`src/rtl/elem_step_pkg.sv`:
```
package elem_step_pkg;
    localparam int REG_W = 7;

    typedef enum logic {
        MASK_FROM_INT = 1'b0,
        MASK_FROM_CR  = 1'b1
    } mask_src_e;
endpackage

```
`src/rtl/elem_step_scan.sv`:
```
// Finds the lowest set mask bit at or above a start position and below a limit.
module elem_step_scan #(
    parameter int NB = 16,
    parameter int IW = 5
) (
    input  logic [NB-1:0] mask_i,
    input  logic [IW-1:0] from_i,
    input  logic [IW-1:0] lim_i,
    output logic          found_o,
    output logic [IW-1:0] idx_o
);
    always_comb begin
        found_o = 1'b0;
        idx_o   = '0;
        // descending walk leaves the lowest qualifying position
        for (int i = NB - 1; i >= 0; i--) begin
            if (mask_i[i] && (IW'(i) >= from_i) && (IW'(i) < lim_i)) begin
                found_o = 1'b1;
                idx_o   = IW'(i);
            end
        end
    end
endmodule

```
`src/rtl/elem_step_regnum.sv`:
```
// Per-element register number: base plus index for vectors, base for scalars.
module elem_step_regnum #(
    parameter int IW = 5
) (
    input  logic [elem_step_pkg::REG_W-1:0] base_i,
    input  logic                            vec_i,
    input  logic [IW-1:0]                   idx_i,
    output logic [elem_step_pkg::REG_W-1:0] reg_o
);
    import elem_step_pkg::*;
    logic [REG_W-1:0] offs;

    always_comb begin
        offs  = vec_i ? REG_W'(idx_i) : '0;
        reg_o = base_i + offs;
    end
endmodule

```
`src/rtl/elem_step_seq.sv`:
```
module elem_step_seq #(
    parameter int MAXVL = 16,
    localparam int IW = $clog2(MAXVL + 1),
    localparam int SW = 2 * IW
) (
    input  logic                            clk_i,
    input  logic                            rst_ni,
    input  logic                            start_i,
    input  logic                            resume_i,
    input  logic [IW-1:0]                   vl_i,
    input  logic [elem_step_pkg::REG_W-1:0] src_base_i,
    input  logic [elem_step_pkg::REG_W-1:0] dst_base_i,
    input  logic                            src_vec_i,
    input  logic                            dst_vec_i,
    input  logic                            mask_sel_i,
    input  logic [MAXVL-1:0]                src_mask_int_i,
    input  logic [MAXVL-1:0]                src_mask_cr_i,
    input  logic [MAXVL-1:0]                dst_mask_int_i,
    input  logic [MAXVL-1:0]                dst_mask_cr_i,
    input  logic                            zeroing_i,
    input  logic                            rc_i,
    input  logic                            issue_ready_i,
    input  logic                            trap_i,
    output logic                            busy_o,
    output logic                            uop_valid_o,
    output logic [elem_step_pkg::REG_W-1:0] uop_src_o,
    output logic [elem_step_pkg::REG_W-1:0] uop_dst_o,
    output logic                            uop_zero_o,
    output logic [IW-1:0]                   uop_crf_o,
    output logic                            uop_crf_we_o,
    output logic                            done_o,
    output logic [SW-1:0]                   state_o,
    output logic [SW-1:0]                   saved_o
);
    import elem_step_pkg::*;

    typedef struct packed {
        logic             active;
        logic [IW-1:0]    sstep;
        logic [IW-1:0]    dstep;
        logic [IW-1:0]    vl;
        logic [REG_W-1:0] sbase;
        logic [REG_W-1:0] dbase;
        logic             svec;
        logic             dvec;
        logic             zero;
        logic             rc;
        logic [MAXVL-1:0] smask;
        logic [MAXVL-1:0] dmask;
        logic [SW-1:0]    shadow;
    } seq_state_t;

    seq_state_t q, d;

    logic             s_found, d_found;
    logic [IW-1:0]    s_idx, d_idx;
    logic [MAXVL-1:0] dscan_mask;
    logic             offer, dst_masked, accept, finish;
    logic [MAXVL-1:0] dmask_shift;

    // zeroing keeps every destination position live
    assign dscan_mask = q.zero ? '1 : q.dmask;

    elem_step_scan #(.NB(MAXVL), .IW(IW)) u_src_scan (
        .mask_i  (q.smask),
        .from_i  (q.sstep),
        .lim_i   (q.vl),
        .found_o (s_found),
        .idx_o   (s_idx)
    );

    elem_step_scan #(.NB(MAXVL), .IW(IW)) u_dst_scan (
        .mask_i  (dscan_mask),
        .from_i  (q.dstep),
        .lim_i   (q.vl),
        .found_o (d_found),
        .idx_o   (d_idx)
    );

    elem_step_regnum #(.IW(IW)) u_src_reg (
        .base_i (q.sbase),
        .vec_i  (q.svec),
        .idx_i  (s_idx),
        .reg_o  (uop_src_o)
    );

    elem_step_regnum #(.IW(IW)) u_dst_reg (
        .base_i (q.dbase),
        .vec_i  (q.dvec),
        .idx_i  (d_idx),
        .reg_o  (uop_dst_o)
    );

    always_comb begin
        d           = q;
        offer       = q.active & s_found & d_found;
        finish      = q.active & ~(s_found & d_found);
        dmask_shift = q.dmask >> d_idx;
        dst_masked  = q.zero & ~dmask_shift[0];
        accept      = offer & issue_ready_i & ~trap_i;

        if (trap_i) begin
            d.shadow = {q.dstep, q.sstep};
            d.active = 1'b0;
            d.sstep  = '0;
            d.dstep  = '0;
        end else if (!q.active) begin
            if (start_i) begin
                d.active = 1'b1;
                d.vl     = vl_i;
                d.sbase  = src_base_i;
                d.dbase  = dst_base_i;
                d.svec   = src_vec_i;
                d.dvec   = dst_vec_i;
                d.zero   = zeroing_i;
                d.rc     = rc_i;
                d.smask  = (mask_src_e'(mask_sel_i) == MASK_FROM_CR) ? src_mask_cr_i : src_mask_int_i;
                d.dmask  = (mask_src_e'(mask_sel_i) == MASK_FROM_CR) ? dst_mask_cr_i : dst_mask_int_i;
                d.sstep  = resume_i ? q.shadow[IW-1:0]  : '0;
                d.dstep  = resume_i ? q.shadow[SW-1:IW] : '0;
            end
        end else if (finish) begin
            d.active = 1'b0;
            d.sstep  = '0;
            d.dstep  = '0;
        end else if (accept) begin
            d.dstep = d_idx + 1'b1;
            if (!dst_masked) begin
                d.sstep = s_idx + 1'b1;
            end
        end
    end

    always_ff @(posedge clk_i) begin
        if (!rst_ni) begin
            q <= '0;
        end else begin
            q <= d;
        end
    end

    assign busy_o       = q.active;
    assign uop_valid_o  = offer;
    assign uop_zero_o   = offer & dst_masked;
    assign uop_crf_o    = d_idx;
    assign uop_crf_we_o = offer & q.rc;
    assign done_o       = finish;
    assign state_o      = {q.dstep, q.sstep};
    assign saved_o      = q.shadow;
endmodule

```
`config.mk`:
```
export PLATFORM = sky130hd
export DESIGN_NAME = elem_step_seq
export DESIGN_NICKNAME = d
export VERILOG_FILES = /design/src/rtl/elem_step_pkg.sv /design/src/rtl/elem_step_scan.sv /design/src/rtl/elem_step_regnum.sv /design/src/rtl/elem_step_seq.sv
export SDC_FILE = /design/constraint.sdc
export NUM_CORES = 1
export LEC_CHECK = 0
export CAP_MARGIN = 20
export CORE_UTILIZATION = 40
export CTS_CLUSTER_DIAMETER = 50
export DETAILED_ROUTE_END_ITERATION = 7
export PLACE_DENSITY_LB_ADDON = 0.2
export SLEW_MARGIN = 25
export SYNTH_ARGS = -nofsm -noshare
export SYNTH_HDL_FRONTEND = slang
export SYNTH_HIERARCHICAL = 1
export SYNTH_SLANG_ARGS = --single-unit
```
`constraint.sdc`:
```
create_clock -name clk_i -period 8.8 [get_ports clk_i]
set_input_delay 1.76 -clock clk_i [delete_from_list [all_inputs] [get_ports clk_i]]
set_output_delay 1.76 -clock clk_i [all_outputs]
set_load 0.02 [all_outputs]
```
==> flow_summary.yaml <==
floorplanning:
  core_area_um2: 13450
  initial_core_util: 0.4156
  dieArea_um2: 14450
  die_w_um: 120.2
  die_y_um: 120.2
  num_rows: 42
  ios: 138
global_routing:
  grt_pass1_vias: 5023
  antenna_found_initial: 0
  grt_max_degree: 71
  grt_pass1_wl_um: 25720
  grt_usage: 0.2250
  overflow: 0
worst_setup_path:
  critical_path.max_stage_delay_ns: 0.83
  path_buf_inv: 2
  crit_path_end_kind: "output port"
  path_delay_family: "compound AO/OA/AOI/OAI gates"
  crit_arrival_ns: 4.73
  cp_slowest_cell: "dfxtp_1"
  crit_fanout: 27
  critPathLaunchType: "flop"
  required_ns: 7.04
  crit_chain: "and2_1 -> nand3_1 -> o32ai_1 -> a32oi_1 -> o21ai_1 -> mux4_1 -> mux4_2 -> a21o_1 -> inv_1 -> clkdlybuf4s50_1"
  critical_path_class: "flop to output port"
synthesis:
  yosysMostFrequentCell: "nand2_1"
  synth_edf_count: 0
  netlist.area_leader.share: 0.2722
  synth_seq_area_share: 0.2722
  ys_warn_count: 6
  ys_ff_latch: 76
  async_flop_share: 0
  yosysUniqueCellTypes: 67
  synth_nets: 783
  syn_inst: 675
  avgSynthCellArea_um2: 8.282
  synth_commonest_cells: "104 x nand2_1, 76 x dfxtp_1, 42 x mux2i_1"
  synth.area.top_cells: "dfxtp_1 27%, mux2i_1 7.5%, nand2_1 7.0%"
  yosysTopAreaCell: "dfxtp_1"
  synth_area_um2: 5590
  synthFlopType: "dfxtp_1"
sta:
  final-hold-violation-count: 0
  holdWs_ns: 0.4585
  min_period_over_period: 0.7373
  setup_viol: 0
  rsz0062_at_grt: "false"
  finalSetupTns_ns: 0
  finalWorstSetupSlack_ns: 2.312
  slew_headroom: 0.4087
  max_freq_mhz: 154.1
  worst_pin_slew_ns: 0.8870
  finalClockSkew_ns: 0.005396
  slew_viol_final: 0
  layout_min_cycle_time_ns: 6.488
clock_network:
  cts_tree: "built"
  post_cts_resized: 0
  cts_root_buf: "clkbuf_16"
  post_cts_buffers: 0
  numCtsBuffers: 9
  cts_buffer_depth: 2
  cts_sinks: 76
  insertion_delay_ns: 0.33
  cts_hold_buf: 0
  cts.htree.levels: 3
  clk_pin_slew_ns: 0.06
placement:
  dp_slack_ns: 2.694
  hpwlAfterDp_um: 12080
  gp_congestion: 0.9012
  numPortBuffers: 136
routing:
  vias: 5296
  drt_iter0_drc: 338
  dr.pass1.iters: 5
  wl_per_cell_um: 17.26
  wirelength_um: 16100
  viasPerCell: 5.676
  antenna_left: 0
  drc: 0
layout:
  nNetsFinal: 860
  diodes: 0
  drive_gt1_frac: 0.08719
  fin_util: 0.5267
  area_delta_synth_final_pct: 26.75
min_path:
  hold_path_class: "flop to flop"
run_status:
  outcome: "complete, no violations"
power:
  power_density_nw_per_um2: 144.0
  power.total_mw: 1.020
  max-vdd-ir-drop_mv: 0.1028
  p_leak_nw: 3.118
flow_run:
  max-cap-violations: 0
## worst paths after layout
check                     startpoint                       to  slack (ns)  depth (start not counted)
hold / removal    q[56]$_SDFFE_PN0P_       q[56]$_SDFFE_PN0P_        0.46                          2
hold reg to reg   q[56]$_SDFFE_PN0P_       q[56]$_SDFFE_PN0P_        0.46                          2
setup reg to reg  q[62]$_SDFFE_PN0P_  state_o[2]$_SDFFE_PP0P_        4.63                         10
setup / recovery  q[62]$_SDFFE_PN0P_               uop_zero_o        2.31                         10
## metrics by stage
| step | cell area, µm² | std cells |
|---|---|---|
| floorplan | 5590 | 675 |
| global placement | 6765 | 917 |
| detailed placement | 6765 | 917 |
| CTS | 7083 | 933 |
| global route | 7086 | 933 |
| finish | 7086 | 933 |
## where the power goes
part           total [mW]  leakage [nW]  switching [mW]  internal, mW
Clock               0.394         0.159           0.140         0.255
Sequential          0.391         0.622          0.0282         0.363
Combinational       0.235          2.34           0.114         0.121
Total                1.02          3.12           0.282         0.738
## cell families after synthesis
group	share of synthesized area
simple gates	0.1967
compound gates	0.2829
buf+inv	0.08975
flops	0.2722
mux	0.09803
xor+xnor	0.02507
fa+ha+maj	0.03402
other cells	0.001343
## layout by cell type (no fill, tap or decap), types with 5 or more instances in the layout
cell type          n
o21a_1             6
and2_1            12
nand3_1           21
dfxtp_1           76
a21o_1             5
o21ai_0           16
a211oi_1           7
nor2_1            18
nand2b_1           8
a21boi_1          23
clkdlybuf4s50_1  134
a31oi_1            6
o2111ai_1          6
nand2_1          104
xor2_1             6
nor2b_1           15
a22oi_1           10
xnor2_1           10
o211a_1           36
a211oi_2           7
or2_2             20
clkbuf_16          9
a21oi_1           26
inv_1             23
o21ai_1            5
nand4_1            6
ha_1              12
mux2i_1           42
## tightest hold or removal path, cell delays in order (launching register included)
cell and delay, ns:
dfxtp_1 0.31, nand2_1 0.05, a21boi_1 0.05
## sequential cells by signal, indices dropped and copies added, names as in the netlist
signal   flops
q           55
saved_o     10
state_o     10
busy_o       1
## layer usage
metal,track usage,vias to the layer above,part of all wire
met2,0.3732,210,0.45
met5,0,-,0
met3,0.03160,20,0.055
met1,0.2981,2489,0.47
met4,0.07870,0,0.017
li1,-,2577,-
## layout make-up
type / instances / area, µm²
clock inverters: 5 / 75.07
well taps: 176 / 220.2
multi-input cells: 504 / 3575
flip-flops and latches: 76 / 1521
fillers: 1333 / 6367
repair buffers: 137 / 1361
inverters: 24 / 90.09
clock buffers: 11 / 242.7
Power figures use the tool's default switching activity.
